$ cat src/rtl/rqgen_pkg.sv
package rqgen_pkg;

    typedef enum logic [1:0] {
        ST_IDLE = 2'd0,
        ST_REQ  = 2'd1,
        ST_GAP  = 2'd2
    } rqgen_state_e;

    typedef struct packed {
        logic start;
        logic take;
        logic ovr_evt;
    } rqgen_ctl_t;

    function automatic logic is_busy(input rqgen_state_e s);
        return s != ST_IDLE;
    endfunction

endpackage

$ cat src/rtl/rqgen_counter.sv
module rqgen_counter #(
    parameter int CNT_W = 5
) (
    input  logic             clk,
    input  logic             rst,
    input  logic             load,
    input  logic             dec,
    input  logic [CNT_W-1:0] load_val,
    output logic             last
);
    logic [CNT_W-1:0] remaining;

    always_ff @(posedge clk) begin
        if (rst) begin
            remaining <= '0;
        end else if (load) begin
            remaining <= load_val;
        end else if (dec && remaining != '0) begin
            remaining <= remaining - 1'b1;
        end
    end

    assign last = (remaining == '0);
endmodule

$ cat src/rtl/rqgen_fsm.sv
module rqgen_fsm
    import rqgen_pkg::*;
(
    input  logic         clk,
    input  logic         rst,
    input  logic         en,
    input  logic         trig,
    input  logic         served,
    input  logic         last,
    output rqgen_state_e state,
    output rqgen_ctl_t   ctl
);
    rqgen_state_e state_nx;

    always_comb begin
        ctl.start   = en && trig && !is_busy(state);
        ctl.take    = en && served && (state == ST_REQ);
        ctl.ovr_evt = en && trig && is_busy(state);
    end

    always_comb begin
        state_nx = state;
        if (!en) begin
            state_nx = ST_IDLE;
        end else begin
            unique case (state)
                ST_IDLE: if (ctl.start) state_nx = ST_REQ;
                ST_REQ:  if (ctl.take)  state_nx = last ? ST_IDLE : ST_GAP;
                ST_GAP:  state_nx = ST_REQ;
                default: state_nx = ST_IDLE;
            endcase
        end
    end

    always_ff @(posedge clk) begin
        if (rst) state <= ST_IDLE;
        else     state <= state_nx;
    end
endmodule

$ cat src/rtl/rqgen_ovr.sv
module rqgen_ovr (
    input  logic clk,
    input  logic rst,
    input  logic set,
    input  logic clr,
    input  logic ie,
    output logic flag,
    output logic irq
);
    always_ff @(posedge clk) begin
        if (rst)      flag <= 1'b0;
        else if (set) flag <= 1'b1;
        else if (clr) flag <= 1'b0;
    end

    assign irq = flag & ie;
endmodule

$ cat src/rtl/rqgen_channel.sv
module rqgen_channel
    import rqgen_pkg::*;
#(
    parameter int CNT_W = 5
) (
    input  logic             clk,
    input  logic             rst,
    input  logic             gen_en,
    input  logic [CNT_W-1:0] req_count,
    input  logic             trig_evt,
    input  logic             dma_served,
    input  logic             ovr_clr,
    input  logic             ovr_ie,
    output logic             dma_req,
    output logic             ovr_flag,
    output logic             ovr_irq
);
    rqgen_state_e state;
    rqgen_ctl_t   ctl;
    logic         last;

    rqgen_fsm u_fsm (
        .clk    (clk),
        .rst    (rst),
        .en     (gen_en),
        .trig   (trig_evt),
        .served (dma_served),
        .last   (last),
        .state  (state),
        .ctl    (ctl)
    );

    rqgen_counter #(.CNT_W(CNT_W)) u_cnt (
        .clk      (clk),
        .rst      (rst),
        .load     (ctl.start),
        .dec      (ctl.take),
        .load_val (req_count),
        .last     (last)
    );

    rqgen_ovr u_ovr (
        .clk  (clk),
        .rst  (rst),
        .set  (ctl.ovr_evt),
        .clr  (ovr_clr),
        .ie   (ovr_ie),
        .flag (ovr_flag),
        .irq  (ovr_irq)
    );

    assign dma_req = (state == ST_REQ);
endmodule

$ cat config.mk
export PLATFORM = sky130hd
export DESIGN_NAME = rqgen_channel
export DESIGN_NICKNAME = d
export VERILOG_FILES = /design/src/rtl/rqgen_pkg.sv /design/src/rtl/rqgen_counter.sv /design/src/rtl/rqgen_fsm.sv /design/src/rtl/rqgen_ovr.sv /design/src/rtl/rqgen_channel.sv
export SDC_FILE = /design/constraint.sdc
export NUM_CORES = 1
export LEC_CHECK = 0
export BUFFER_PORTS_ARGS = -buffer_cell sky130_fd_sc_hd__buf_2
export CAP_MARGIN = 20
export CORE_AREA = 2 2 39 41
export DETAILED_ROUTE_END_ITERATION = 10
export DIE_AREA = 0 0 41 43
export MAX_ROUTING_LAYER = met4
export SLEW_MARGIN = 10
export SYNTH_ARGS = -nofsm -noshare
export SYNTH_HDL_FRONTEND = slang
export SYNTH_SLANG_ARGS = --single-unit
export TNS_END_PERCENT = 30
$ cat constraint.sdc
create_clock -name clk -period 1.7 [get_ports clk]
set_input_delay 0 -clock clk [delete_from_list [all_inputs] [get_ports clk]]
set_output_delay 0 -clock clk [all_outputs]
set_load 0.01 [all_outputs]
==> results.yml, run 1 <==
power:
  power_density_nw_per_um2: 780
  p_leak_nw: 0.247
  ir_drop_uv: 262
  total_power_w: 0.000440
worst_setup_path:
  cp_max_fo: 4
  cp.required_ps: 1870
  r2r_setup_slack_ps: 160
  reg2regPathDepth: 5
  end_kind: "flop"
  r2r-end: "u_cnt.remaining[1]"
  reg2reg_from: "u_cnt.remaining[0]"
  crit_path_start_kind: "flop"
  crit_type: "reg2reg"
  cp.arrival_ps: 1710
placed_design:
  port_buffers: 14
  gp_congestion: 0.747
  dpl.hpwl_um: 686
routing:
  wl_per_cell_um: 11.6
  vias: 446
  drt_iter0_drc: 3
  route.detailed.drc: 0
  ant_nets: 0
  dr.pass1.iters: 4
  routed_wl_um: 985
  vias_per_cell: 5.25
cts:
  clkLatencyLatePin_ps: 250
  htree_levels: 1
  cts_made_buffers: 3
  post_cts_resize_count: 0
  clock_path_buffers: 2
  cts_hold_buf: 1
  cts-root-buf: "clkbuf_4"
  cts_tree: "yes"
  postCtsSetupBuffers: 0
  clk_pin_slew_ps: 60
  cts_num_sinks: 8
grt:
  grt_max_degree: 10
  gr-total-overflow: 0
  track_usage: 0.131
  grt_pass1_wl_um: 1480
  first_global_vias: 374
  antenna_found_initial: 0
yosys:
  synthFlopType: "dfxtp_1"
  async_reset_ff_frac: 0
  syn-cell-area_um2: 445
  ys_types: 28
  yosysWarningCount: 0
  synthCells: 52
  synth-seq-cells: 8
  synth-edff-count: 0
  synth_nets: 65
  ys_seq_area_frac: 0.360
  syn_area_per_cell_um2: 8.57
sta:
  slew_headroom: 0.604
  max_clock_freq_ghz: 0.651
  period_share: 0.904
  setup_violations: 0
  clock-skew-final_ps: 3.04
  worst_pin_slew_ps: 586
  finalMaxSlewViolations: 0
  rsz0062_at_grt: "no"
  fin_setup_tns_ps: 0
  hold_violations: 0
  min_period_ps: 1540
cells_and_area:
  layout-drive-gt1-share: 0.304
  regArea_um2: 160
  multi_input_area_um2: 263
  area_growth_pct: 26.7
  diodes: 0
  final_nets: 84
  fill_cells: 146
floorplanning:
  initial_core_util: 0.322
  die_x_um: 41
  ios: 15
  dieHeight_um: 43
  fp.coreArea_um2: 1380
  dieArea_um2: 1760
  rows: 14
outcome:
  status: "finished, final reports clean"
min_path:
  hold_depth: 3
  hold_class: "in2reg"
  worst_hold_path.endpoint: "u_fsm.state[1]"
  hp-start: "dma_served"
flow_run:
  maxCapViolCount: 0
## critical path: stages, from the launching register on
cell     delay [ps]
dfxtp_1         310
inv_1            70
ha_1            190
or4b_4          500
and3_1          200
o32ai_2         180
## cells in the mapped netlist (all sizes together), types with 2 or more instances
| cell | count | area [um2] |
|---|---|---|
| inv | 5 | 18.8 |
| a31oi | 3 | 18.8 |
| and3 | 2 | 12.5 |
| nand2 | 3 | 11.3 |
| dfxtp | 8 | 160 |
| a21oi | 2 | 10.0 |
| or4 | 2 | 15.0 |
| o21ai | 6 | 30.0 |
| nor2 | 2 | 7.51 |
## layer usage
| layer | vias to the layer above | GRT usage | routed length [um] |
|---|---|---|---|
| met4 | 0 | 0.100 | 14 |
| met2 | 5 | 0.191 | 453 |
| met5 | - | - | 0 |
| met1 | 205 | 0.145 | 491 |
| li1 | 234 | - | - |
| met3 | 2 | 0.0314 | 26 |
## stage by stage
stage | utilization | hold WS (ps) | cells | area (um2) | worst slack [ps]
6_report | 0.408 | 9.67 | 85 | 564 | 164
5_1_grt | 0.408 | 7.36 | 85 | 564 | 3.41
4_1_cts | 0.408 | 0.537 | 85 | 564 | 151
3_5_place_dp | 0.384 | 173 | 81 | 532 | 168
3_3_place_gp | 0.384 | 173 | 81 | 532 | 214
2_1_floorplan | - | 69.1 | 52 | 445 | 262
## where the power goes
group | switching (W) | internal, W
Clock | 0.0000710 | 0.0000813
Combinational | 0.0000407 | 0.0000412
Sequential | 0.00000893 | 0.000197
## placed cells by master (no fill, tap or decap), types with 2 or more instances in the layout
cell,count
buf_2,14
dfxtp_1,8
o21ai_0,6
inv_1,5
nand2_1,3
a31oi_1,3
clkbuf_4,3
a21oi_1,2
nor2_1,2
and3_1,2
or4_1,2
## sequential cells by signal, summed over array words and instances (netlist names)
signal and cells:
u_ovr.flag 1, u_cnt.remaining 5, u_fsm.state 2
## cell families (layout without fill, tap and decap cells)
family	count (synthesis)	count (layout)	share of synthesized area
adders and majority gates	1	1	0.0281
and+or+nand+nor	21	21	0.326
AOI/OAI and AO/OA	16	16	0.236
buffers and inverters	6	23	0.0506
DFF	8	8	0.360
## layout make-up
class	instances	area share
Clock buffer	3	0.0399
Inverter	5	0.0333
Timing Repair Buffer	15	0.142
Sequential cell	8	0.284
Multi-Input combinational cell	38	0.466
Tap cell	16	0.0355
## how the worst max path moves through the flow
| stage | from | endpoint | slack [ps] | cells past startpoint |
|---|---|---|---|---|
| floorplan | u_cnt.remaining[0] | u_cnt.remaining[3] | 260 | 5 |
| global route | u_cnt.remaining[0] | u_cnt.remaining[0] | 3 | 5 |
| detailed placement | u_cnt.remaining[0] | u_cnt.remaining[3] | 170 | 5 |
| finish | u_cnt.remaining[0] | u_cnt.remaining[1] | 160 | 5 |
| CTS | u_cnt.remaining[0] | u_cnt.remaining[3] | 150 | 5 |
| global placement | u_cnt.remaining[0] | u_cnt.remaining[3] | 210 | 5 |
(Power assumes the default switching activity.)
==> run 2: changes to the inputs <==
--- a/config.mk
+++ b/config.mk
@@ -9,6 +9,8 @@
 export CAP_MARGIN = 20
-export CORE_AREA = 2 2 39 41
+export CELL_PAD_IN_SITES_DETAIL_PLACEMENT = 0
+export CELL_PAD_IN_SITES_GLOBAL_PLACEMENT = 1
+export CORE_UTILIZATION = 33
 export DETAILED_ROUTE_END_ITERATION = 10
-export DIE_AREA = 0 0 41 43
 export MAX_ROUTING_LAYER = met4
+export PLACE_DENSITY_LB_ADDON = 0.1
 export SLEW_MARGIN = 10
==> constraint.sdc (replaced) <==
create_clock -name clk -period 1.75 [get_ports clk]
set_input_delay 0.0875 -clock clk [delete_from_list [all_inputs] [get_ports clk]]
set_output_delay 0.0875 -clock clk [all_outputs]
set_load 0.01 [all_outputs]
==> run 2 against run 1 <==
Against the previous run:
- final area is 0.44% lower
- utilization is 6.6 points higher
- clock skew is 2.3 ps higher
- non-clock buffer count stayed put
- first-iteration DRC count grew to 3.0 times the previous value
- sequential share of layout area is 0.13 points higher
- sequential cell count stayed put
- power is 4.7% lower
- via count is 2.7% lower
- cell count is 2.4% lower
- critical path type unchanged
- critical endpoint unchanged
==> results.yml, run 2 (synthesis results as in run 1) <==
routing:
  drt_iter0_drc: 9
  routed_wl_um: 962
  vias: 434
  dr.pass1.iters: 4
  route.detailed.drc: 0
  vias_per_cell: 5.23
  wl_per_cell_um: 11.6
  ant_nets: 0
sta:
  clock-skew-final_ps: 5.37
  finalMaxSlewViolations: 0
  worst_pin_slew_ps: 529
  min_period_ps: 1520
  fin_setup_tns_ps: 0
  setup_ws_ps: 228
  setup_violations: 0
  slew_headroom: 0.642
  max_clock_freq_ghz: 0.657
  hold_violations: 0
  hold_ws_ps: 87.7
  period_share: 0.870
  rsz0062_at_grt: "no"
cells_and_area:
  largest_register_ffs: 5
  area_growth_pct: 26.1
  final_common_cell: "buf_2"
  diodes: 0
  layout-drive-gt1-share: 0.304
  top_register: "u_cnt.remaining"
  reg_top3: "u_cnt.remaining x5, u_fsm.state x2, u_ovr.flag x1"
  final_nets: 84
  design_area_um2: 562
  final_cell_mix: "buf_2, dfxtp_1, o21ai_0"
grt:
  use_met2: 0.288
  grt_pass1_wl_um: 1600
  use_met1: 0.155
  grt.busiest_layer: "met2"
  antenna_found_initial: 0
  grt_max_degree: 10
  gr-total-overflow: 0
  first_global_vias: 404
  track_usage: 0.168
  met3_usage: 0.104
power:
  power_density_nw_per_um2: 747
  total_power_w: 0.000419
  p_leak_nw: 0.247
  ir_drop_uv: 501
placed_design:
  port_buffers: 14
  gp_congestion: 0.716
  dp_slack_ps: 232
  place_area_um2: 529
  dpl.hpwl_um: 678
floorplanning:
  fp.coreArea_um2: 1190
  die_x_um: 38.7
  initial_core_util: 0.376
  rows: 12
  dieArea_um2: 1500
  ios: 15
  dieHeight_um: 38.7
worst_setup_path:
  cp_max_fo: 4
  cp.arrival_ps: 1690
  critPathSlowestCell: "or4b_4"
  crit_type: "reg2reg"
  slowest_delay_ps: 500
  crit_path_start_kind: "flop"
  cp_cell_sequence: "inv_1 > ha_1 > or4b_4 > and3_1 > o32ai_2"
  end_kind: "flop"
  cp.required_ps: 1920
cts:
  clock_path_buffers: 2
  clk_pin_slew_ps: 50
  cts-root-buf: "clkbuf_4"
  htree_levels: 1
  cts_made_buffers: 3
  clkLatencyLatePin_ps: 250
  cts_num_sinks: 8
  cts_tree: "yes"
min_path:
  hold_class: "in2reg"
flow_run:
  maxCapViolCount: 0
outcome:
  status: "finished, final reports clean"
## run 2: cell counts in the layout (fill, tap and decap cells not counted)
No cell type changed its count.
## run 2: path summary, 6_finish.rpt
| kind | endpoint | from | slack (ps) | cells past startpoint |
|---|---|---|---|---|
| worst max register to register | u_cnt.remaining[1] | u_cnt.remaining[0] | 230 | 5 |
| worst max-delay path | u_cnt.remaining[1] | u_cnt.remaining[0] | 230 | 5 |
| worst min-delay path | u_ovr.flag | ovr_clr | 90 | 3 |
| worst min register to register | u_ovr.flag | u_ovr.flag | 480 | 2 |
## run 2: final cells by class
cell class,count,area (um2)
Tap cell,14,17.5
Timing Repair Buffer,15,80.1
Multi-Input combinational cell,38,263
Inverter,5,18.8
Fill cell,132,624
Clock buffer,3,22.5
Sequential cell,8,160
## run 2: per-layer routing
metal  wire [um]  part of all wire
met2         431              0.45
met3          67             0.070
met5           0                 0
met1         463              0.48
met4           0                 0
## run 2: power breakdown
part | switching [W] | total (W) | internal, W
sequential | 0.00000880 | 0.000201 | 0.000192
clock | 0.0000620 | 0.000140 | 0.0000784
combinational | 0.0000384 | 0.0000784 | 0.0000400
## run 2: metrics by stage
stage,std cells,util
floorplan,52,-
global placement,79,0.446
detailed placement,79,0.446
CTS,83,0.474
global route,83,0.474
finish,83,0.474
## run 2: timing repair
action	4_1_cts	5_1_grt
setup buffers	0	0
hold buffers	1	0
gates resized for setup	0	0
endpoints found under the hold margin	1	0
## run 2: worst max-delay path: cells and delay by family, from the launching register on
family | cells | cell delay, ps
buffers and inverters | 1 | 70
adder cells (fa/ha/maj) | 1 | 190
flip-flops | 1 | 310
AO/OA/AOI/OAI | 1 | 180
AND/OR/NAND/NOR | 2 | 690
==> run 3: changes to the inputs <==
- CORE_UTILIZATION: 33 -> 30
- GPL_ROUTABILITY_DRIVEN: unset -> 0
- clock period: 1.75 -> 1.3 ns (I/O delays scaled with it)
==> run 3 against run 2 <==
Against the previous run:
- the flow now finishes with violations (negative setup slack)
- sequential cell count unchanged
- utilization increased by 0.76 points
- die area increased by 9.5%
- combinational power increased by 82%
- critical path depth unchanged
- sequential share of layout area decreased by 3.2 points
- first-iteration DRC count increased by 67%
- routed wire length increased by 9.4%
- critical endpoint unchanged
==> results.yml, run 3 (synthesis results as in run 1) <==
cells_and_area:
  largest_register_ffs: 5
  fill_cells: 145
  final_common_cell: "buf_2"
  design_area_um2: 642
  layout-drive-gt1-share: 0.461
  reg_top3: "u_cnt.remaining x5, u_fsm.state x2, u_ovr.flag x1"
  final_nets: 91
  area_growth_pct: 44.1
  top_register: "u_cnt.remaining"
  diodes: 0
  final_cell_mix: "buf_2, buf_4, dfxtp_1"
cts:
  clk_pin_slew_ps: 60
  clock_path_buffers: 2
  cts_made_buffers: 3
  clkLatencyLatePin_ps: 250
  htree_levels: 1
  cts-root-buf: "clkbuf_4"
  cts_tree: "yes"
  cts_num_sinks: 8
worst_setup_path:
  end_kind: "flop"
  slowest_delay_ps: 480
  crit_path_start_kind: "flop"
  cp_max_fo: 4
  cp.arrival_ps: 1610
  cp.required_ps: 1460
  cp_top_family: "simple AND/OR/NAND/NOR gates"
  reg2reg_from: "u_cnt.remaining[1]"
  path_depth: 5
  reg2regPathDepth: 5
  cp_cell_sequence: "inv_2 > ha_4 > or4b_4 > and3_4 > o32ai_2"
  crit_type: "reg2reg"
  r2r-end: "u_cnt.remaining[1]"
  r2r_setup_slack_ps: -150
  critPathSlowestCell: "or4b_4"
  crit_buf_inv: 1
sta:
  rsz0062_at_grt: "yes"
  period_share: 1.11
  slew_headroom: 0.756
  min_period_ps: 1450
  setup_violations: 5
  worst_pin_slew_ps: 366
  finalMaxSlewViolations: 0
  hold_violations: 0
  max_clock_freq_ghz: 0.691
  setup_ws_ps: -148
  clock-skew-final_ps: 0.538
grt:
  grt_pass1_wl_um: 1730
  antenna_found_initial: 0
  grt_max_degree: 10
  first_global_vias: 421
  gr-total-overflow: 0
  track_usage: 0.167
floorplanning:
  dieHeight_um: 40.5
  fp.coreArea_um2: 1330
  dieArea_um2: 1640
  initial_core_util: 0.334
  die_x_um: 40.5
  ios: 15
  rows: 13
power:
  internal_power_w: 0.000447
  total_power_w: 0.000610
  p_leak_nw: 0.284
  p_switching_w: 0.000163
  power_frac_clock: 0.320
  power_density_nw_per_um2: 951
  ir_drop_uv: 497
  p_sw_frac: 0.268
  power_frac_seq: 0.445
  power_frac_comb: 0.235
placed_design:
  dpl.hpwl_um: 777
  place_area_um2: 602
  port_buffers: 14
min_path:
  worst_hold_path.endpoint: "u_fsm.state[1]"
  hold_depth: 3
  hp-start: "dma_served"
  hold_class: "in2reg"
routing:
  routed_wl_um: 1050
  drt_iter0_drc: 15
  vias: 474
  dr.pass1.iters: 4
  ant_nets: 0
  wl_per_cell_um: 11.6
  route.detailed.drc: 0
  vias_per_cell: 5.21
outcome:
  failed_checks: "negative setup slack"
  status: "complete, but fails checks"
flow_run:
  maxCapViolCount: 0
[run 3: cell types whose count changed in the layout (fill, tap and decap cells not counted), sizes merged]
| cell | previous run | this run |
|---|---|---|
| buf | 14 | 21 |
[run 3: power groups by stage]
stage	Clock [W]	Combinational (W)	Sequential, W
2_1_floorplan	0	0.0000793	0.000275
3_3_place_gp	0	0.000134	0.000277
3_5_place_dp	0	0.000134	0.000277
4_1_cts	0.000210	0.000146	0.000272
5_1_grt	0.000214	0.000164	0.000274
6_report	0.000195	0.000143	0.000272
[run 3: tightest hold or removal path, stage by stage]
cell and delay (ps):
buf_2 110, inv_1 60, nor2_1 40
[run 3: metal layers]
layer	wire (um)	global-route usage	up-vias
met1	531	0.201	209
met3	56	0.0333	2
met4	6	0.0750	0
met2	457	0.266	12
li1	-	-	251
met5	0	-	-
[run 3: cell type report]
type	count	area, um2	share of cell area
Clock buffer	3	22.5	0.0351
Inverter	5	18.8	0.0292
Multi-Input combinational cell	38	287	0.446
Sequential cell	8	163	0.253
Tap cell	15	18.8	0.0292
Timing Repair Buffer	22	133	0.207
[run 3: through the flow]
step	utilization	setup TNS, ps	setup slack [ps]	hold slack (ps)	std cells
after CTS	0.481	-556	-157	59.4	91
after global placement	0.451	-386	-130	235	86
after detailed placement	0.451	-474	-146	236	86
after global routing	0.481	-861	-196	70.4	91
final	0.481	-502	-148	68.6	91
after floorplan	-	-193	-77.3	134	52
[run 3: what timing repair did]
action / CTS / global route
pin swaps: 3 / 0
setup endpoints to repair: 5 / 6
setup buffers: 1 / 0
hold buffers: 1 / 0
hold endpoints to repair: 1 / 0
resized for setup: 1 / 0
[run 3: how the worst max path moves through the flow]
stage	from	to	slack, ps
after global routing	u_cnt.remaining[1]	u_cnt.remaining[1]	-200
after detailed placement	u_cnt.remaining[1]	u_cnt.remaining[1]	-150
after CTS	u_cnt.remaining[1]	u_cnt.remaining[1]	-160
after global placement	u_cnt.remaining[1]	u_cnt.remaining[1]	-130
after floorplan	u_cnt.remaining[1]	u_cnt.remaining[1]	-80
final	u_cnt.remaining[1]	u_cnt.remaining[1]	-150
